### config.mk
export PLATFORM = sky130hd
export DESIGN_NAME = i2c_slave_stretch
export DESIGN_NICKNAME = d
export VERILOG_FILES = /design/src/rtl/i2c_slave_stretch.sv
export SDC_FILE = /design/constraint.sdc
export NUM_CORES = 1
export LEC_CHECK = 0
export ABC_CLOCK_PERIOD_IN_PS = 1880
export BUFFER_PORTS_ARGS = -buffer_cell sky130_fd_sc_hd__buf_2
export CORE_MARGIN = 5
export CORE_UTILIZATION = 30
export DETAILED_ROUTE_END_ITERATION = 7
export PLACE_DENSITY = 0.54
export SYNTH_ARGS = -nofsm -noshare
export SYNTH_HDL_FRONTEND = slang
export SYNTH_SLANG_ARGS = --single-unit
### constraint.sdc
create_clock -name clk -period 1.88 [get_ports clk]
set_input_delay 0.282 -clock clk [delete_from_list [all_inputs] [get_ports clk]]
set_output_delay 0.282 -clock clk [all_outputs]
set_load 0.05 [all_outputs]
### src/rtl/i2c_slave_stretch.sv
module i2c_slave_stretch #(
  parameter int SYNC = 2
) (
  input  logic       clk,
  input  logic       rst_n,
  input  logic       en,
  input  logic       str_en,
  input  logic       ten_bit,
  input  logic       gc_en,
  input  logic       acc_all,
  input  logic [9:0] own_addr,
  input  logic       rel_set,
  input  logic       rel_clr,
  input  logic [7:0] tx_byte,
  input  logic       scl_i,
  input  logic       sda_i,
  output logic       scl_oe,
  output logic       sda_oe,
  output logic       rel,
  output logic       rd_mode,
  output logic [7:0] rx_byte,
  output logic       rx_done,
  output logic       tx_load,
  output logic       addr_hit,
  output logic       gc_hit
);
  typedef enum logic [2:0] {IDLE, ADDR, ADDR2, RX, TX} st_t;

  st_t st, nxt;
  logic [SYNC-1:0] scl_sy, sda_sy;
  logic scl_p, sda_p;
  logic [3:0] cnt;
  logic [7:0] sr, txsr;
  logic ackph, ack_ok, ten_sel, pend_addr, pend_rx, hw_clr;

  wire scl_s = scl_sy[SYNC-1];
  wire sda_s = sda_sy[SYNC-1];
  wire sta  = scl_s & scl_p & sda_p & ~sda_s;
  wire sto  = scl_s & scl_p & ~sda_p & sda_s;
  wire rise = scl_s & ~scl_p;
  wire fall = ~scl_s & scl_p;
  wire [7:0] b = {sr[6:0], sda_s};
  wire hdr_ok  = acc_all | (b[7:3] == 5'b11110 && b[2:1] == own_addr[9:8]);
  wire gc_byte = gc_en && b == 8'h00;
  wire hit7    = acc_all || b[7:1] == own_addr[6:0] || gc_byte;

  assign rd_mode = (st == TX);
  assign sda_oe  = ackph ? ack_ok : (st == TX && !txsr[7]);

  always_ff @(posedge clk or negedge rst_n) begin
    if (!rst_n) begin
      rel    <= 1'b1;
      scl_oe <= 1'b0;
    end else if (!en) begin
      rel    <= 1'b1;
      scl_oe <= 1'b0;
    end else begin
      if (hw_clr)                rel <= 1'b0;
      else if (rel_set)          rel <= 1'b1;
      else if (rel_clr && str_en) rel <= 1'b0;
      scl_oe <= ~rel & (scl_oe | ~scl_s);
    end
  end

  always_ff @(posedge clk or negedge rst_n) begin
    if (!rst_n) begin
      scl_sy <= '1; sda_sy <= '1; scl_p <= 1'b1; sda_p <= 1'b1;
      st <= IDLE; nxt <= IDLE; cnt <= '0; sr <= '0; txsr <= '1;
      ackph <= 1'b0; ack_ok <= 1'b0; ten_sel <= 1'b0;
      pend_addr <= 1'b0; pend_rx <= 1'b0; hw_clr <= 1'b0;
      rx_byte <= '0; rx_done <= 1'b0; tx_load <= 1'b0;
      addr_hit <= 1'b0; gc_hit <= 1'b0;
    end else if (!en) begin
      scl_sy <= '1; sda_sy <= '1; scl_p <= 1'b1; sda_p <= 1'b1;
      st <= IDLE; nxt <= IDLE; cnt <= '0; sr <= '0; txsr <= '1;
      ackph <= 1'b0; ack_ok <= 1'b0; ten_sel <= 1'b0;
      pend_addr <= 1'b0; pend_rx <= 1'b0; hw_clr <= 1'b0;
      rx_byte <= '0; rx_done <= 1'b0; tx_load <= 1'b0;
      addr_hit <= 1'b0; gc_hit <= 1'b0;
    end else begin
      scl_sy <= {scl_sy[SYNC-2:0], scl_i};
      sda_sy <= {sda_sy[SYNC-2:0], sda_i};
      scl_p  <= scl_s;
      sda_p  <= sda_s;
      rx_done <= 1'b0; tx_load <= 1'b0; addr_hit <= 1'b0;
      gc_hit <= 1'b0; hw_clr <= 1'b0;
      if (sta || sto) begin
        st <= sta ? ADDR : IDLE;
        cnt <= '0; ackph <= 1'b0; ack_ok <= 1'b0;
        pend_addr <= 1'b0; pend_rx <= 1'b0; txsr <= '1;
        if (sto) ten_sel <= 1'b0;
      end else if (st != IDLE) begin
        if (st == TX && cnt == 4'd0 && !ackph && scl_oe) txsr <= tx_byte;
        if (rise) begin
          if (cnt < 4'd8) begin
            sr  <= b;
            cnt <= cnt + 4'd1;
            if (cnt == 4'd7) begin
              case (st)
                ADDR: begin
                  nxt <= IDLE;
                  if (!ten_bit || gc_byte) begin
                    if (hit7) begin
                      ack_ok <= 1'b1; addr_hit <= 1'b1; gc_hit <= gc_byte;
                      pend_addr <= 1'b1; nxt <= b[0] ? TX : RX;
                    end
                  end else if (hdr_ok && !b[0]) begin
                    ack_ok <= 1'b1; pend_addr <= 1'b1; nxt <= ADDR2;
                  end else if (hdr_ok && (ten_sel || acc_all)) begin
                    ack_ok <= 1'b1; addr_hit <= 1'b1; pend_addr <= 1'b1; nxt <= TX;
                  end
                end
                ADDR2: begin
                  if (acc_all || b == own_addr[7:0]) begin
                    ack_ok <= 1'b1; addr_hit <= 1'b1; pend_addr <= 1'b1;
                    ten_sel <= 1'b1; nxt <= RX;
                  end else begin
                    ten_sel <= 1'b0; nxt <= IDLE;
                  end
                end
                RX: begin
                  rx_byte <= b; rx_done <= 1'b1; ack_ok <= 1'b1;
                  pend_rx <= 1'b1; nxt <= RX;
                end
                default: ;
              endcase
            end
          end else if (cnt == 4'd8) begin
            cnt <= 4'd9;
            if (st == TX) nxt <= sda_s ? IDLE : TX;
          end
        end
        if (fall) begin
          if (cnt == 4'd8 && !ackph) begin
            ackph <= 1'b1;
          end else if (cnt == 4'd9) begin
            ackph <= 1'b0; ack_ok <= 1'b0; cnt <= '0; st <= nxt;
            hw_clr <= pend_addr | (pend_rx & str_en) | (nxt == TX);
            pend_addr <= 1'b0; pend_rx <= 1'b0;
            if (nxt == TX) begin
              txsr <= tx_byte; tx_load <= 1'b1;
            end else begin
              txsr <= '1;
            end
          end else if (st == TX && cnt != 4'd0 && cnt < 4'd8) begin
            txsr <= {txsr[6:0], 1'b1};
          end
        end
      end
    end
  end
endmodule

==> metrics.txt <==
Post-synth ARST share 1.00; HP Start sda_i; Worst Hold Class input pin to register; Critical Path End Type primary output; status finished clean; IO Count 45; Overflow after GRT 0; Final Slew Violations 0; share of cells above drive strength 1 0.370; CP max-delay cell dfrtp_2; Syn-to-layout area delta 28.8%; H-tree levels 2; Max IR drop VDD 0.357 mV; via count 2570; Max Root-Sink Buffers 2; Sink Count 51; busiest layer in global routing met2; Post-synth EDFFs 0; Slew HR 0.706; number of global-route vias before repair 2584; CTS Buf Count 5; Finished Cell Area 3760 um^2; Reg clk slew, reported paths 0.10 ns; # port buffers 44; Syn Nets 341; WP data required 1.60 ns; fin crit share 0.964; grt met2 use 0.227; Ant. Diodes 0; distinct cell type count after synthesis 52; reg2reg start sr[0]; Die Span Y 109 um; critical path cell sequence nor2_1 -> nand2_1 -> o31ai_2 -> clkbuf_4; Highest Clock Rate 0.552 GHz; worst path buffer plus inverter count 1; post-DP HPWL 5.86 mm; Critical Path Source st[1]; startpoint type of the worst setup path register; antenna-violating nets left 0; setup_tns 0 ns; CTS tree yes; vias per std cell 4.94; post-synthesis sequential area ratio 0.444; clock latency on the worst-skew pair 0.32 ns; PwrDens 572 nW/um^2; Synth Register Bits 51; leakage 0.00171 uW; critical setup path kind register to primary output; Crit path largest cell delay 0.48 ns; count of standard-cell rows 36; share of the synthesized area in the top cell type 0.309; wire per inst 15.0 um; initial DRC count 159; Die X 109 um; Yosys top cell by area dfrtp_1; syn_area_per_cell 9.45 um^2; commonest non-fill, non-tap cell in the layout buf_2; RSZ-0062 raised after global routing true; GR Util All Layers 0.139; Period minus WS final 1.81 ns; Routability Congestion 0.860; final WL 7.82 mm; largest net degree at the start of global routing 20; Max-Cap Viols 0; Post-route DRC 0; critical path peak fanout 7; number of fillers in the final layout 999; most frequent cells in the layout 43 x buf_2, 42 x buf_4, 33 x dfrtp_1; top post-synthesis cells by area dfrtp_1 31%, dfstp_2 14%, xor2_1 4.2%; Placeable Area 9640 um^2; Syn Std Cell Area 2920 um^2; CP top delay family flip-flops; CTS root buf clkbuf_8; final hold vios 0; Syn Inst Count 309; met3 Usage GRT 0.0237; initial core utilization 0.303; antenna violations before repair 0; area post-placement 3520 um^2; WP data arrival 1.53 ns; worst slew pin tran 0.441 ns; Initial DRT Pass Iterations 4; endpoints failing setup 0; yosys warns 0; clk_skew 0.0119 ns; final net count 418; Synth Flop Type dfrtp_1; first-pass GRT wire length 12.9 mm; Die Area 11800 um^2; met1 usage 0.184
==> flip-flops by register name, indices dropped and copies added (netlist names), 2 cells and up <==
signal / cells
nxt: 3
st: 3
sda_sy: 2
rx_byte: 8
sr: 7
cnt: 4
scl_sy: 2
txsr: 8
==> per-layer routing <==
layer  vias to the layer above  part of all wire
met4                         0             0.029
met2                        52              0.47
met1                      1224              0.47
met3                        19             0.031
met5                         -                 0
li1                       1275                 -
==> per-stage QoR <==
stage / hold slack [ns] / setup slack [ns] / power [uW] / util / instances
floorplan: -0.0136 / 0.0457 / 1350 / - / 309
global placement: 0.255 / 0.00852 / 1490 / 0.365 / 504
detailed placement: 0.258 / 0.00464 / 1490 / 0.365 / 504
CTS: 0.133 / 0.00751 / 2150 / 0.375 / 513
global route: 0.138 / -0.0185 / 2240 / 0.390 / 520
finish: 0.145 / 0.0671 / 2150 / 0.390 / 520
==> cell usage after synthesis, types with 5 or more instances <==
library cell	number
nand2b_1	12
clkbuf_1	7
nor2_1	17
xor2_1	14
nand2_1	30
o21ai_0	17
o221ai_1	8
a211o_1	7
o31ai_1	12
dfrtp_1	36
nand4_1	5
dfstp_2	15
mux2i_1	7
a21oi_1	16
nor3_1	7
nand3_1	13
buf_2	10
inv_1	15
==> cell families after synthesis <==
logic type | count (synthesis) | share of synthesized area
flops | 51 | 0.444
fa+ha+maj | 3 | 0.0129
simple gates | 109 | 0.198
xor+xnor | 18 | 0.0540
buf+inv | 34 | 0.0532
mux | 8 | 0.0279
compound gates | 86 | 0.211
==> layout make-up <==
| type | instances | area [um^2] | share of cell area |
|---|---|---|---|
| sequential | 51 | 1300 | 0.346 |
| timing repair buffer | 89 | 588 | 0.156 |
| clock buffer | 6 | 72.6 | 0.0193 |
| multi-input combinational | 224 | 1560 | 0.415 |
| clock inverter | 2 | 12.5 | 0.00333 |
| tap | 133 | 166 | 0.0443 |
| inverter | 15 | 60.1 | 0.0160 |
==> final timing paths <==
kind	end	slack, ns	cells after the start
worst max-delay path	sda_oe	0.07	4
worst min-delay path	sda_sy[0]	0.15	2
worst max register to register	nxt[1]	0.09	6
worst min register to register	rel	0.41	1
max in group asynchronous	scl_sy[0]	0.79	3
min in group asynchronous	tx_load	0.43	2
==> report_power, final <==
part | leakage [uW] | total, uW | internal, uW | switching (uW)
Combinational | 0.00101 | 325 | 130 | 195
Clock | 0.0000412 | 662 | 262 | 400
Sequential | 0.000651 | 1160 | 1130 | 28.4
Total | 0.00171 | 2150 | 1530 | 624
==> worst reg2reg max path: stages, from the launching register on <==
cell	delay, ns
dfrtp_2	0.47
xor2_1	0.19
nor4_2	0.27
a41oi_2	0.20
or3_4	0.37
nand4_1	0.11
a32o_2	0.13
==> timing repair <==
| action | in CTS | in global routing |
|---|---|---|
| gates resized for setup | 3 | 20 |
| pin swaps | 0 | 6 |
| setup endpoints to repair | 4 | 19 |
| hold endpoints to repair | 9 | 0 |
| buffers inserted | 0 | 7 |
| hold buffers | 1 | 0 |
Power figures use the tool's default switching activity.
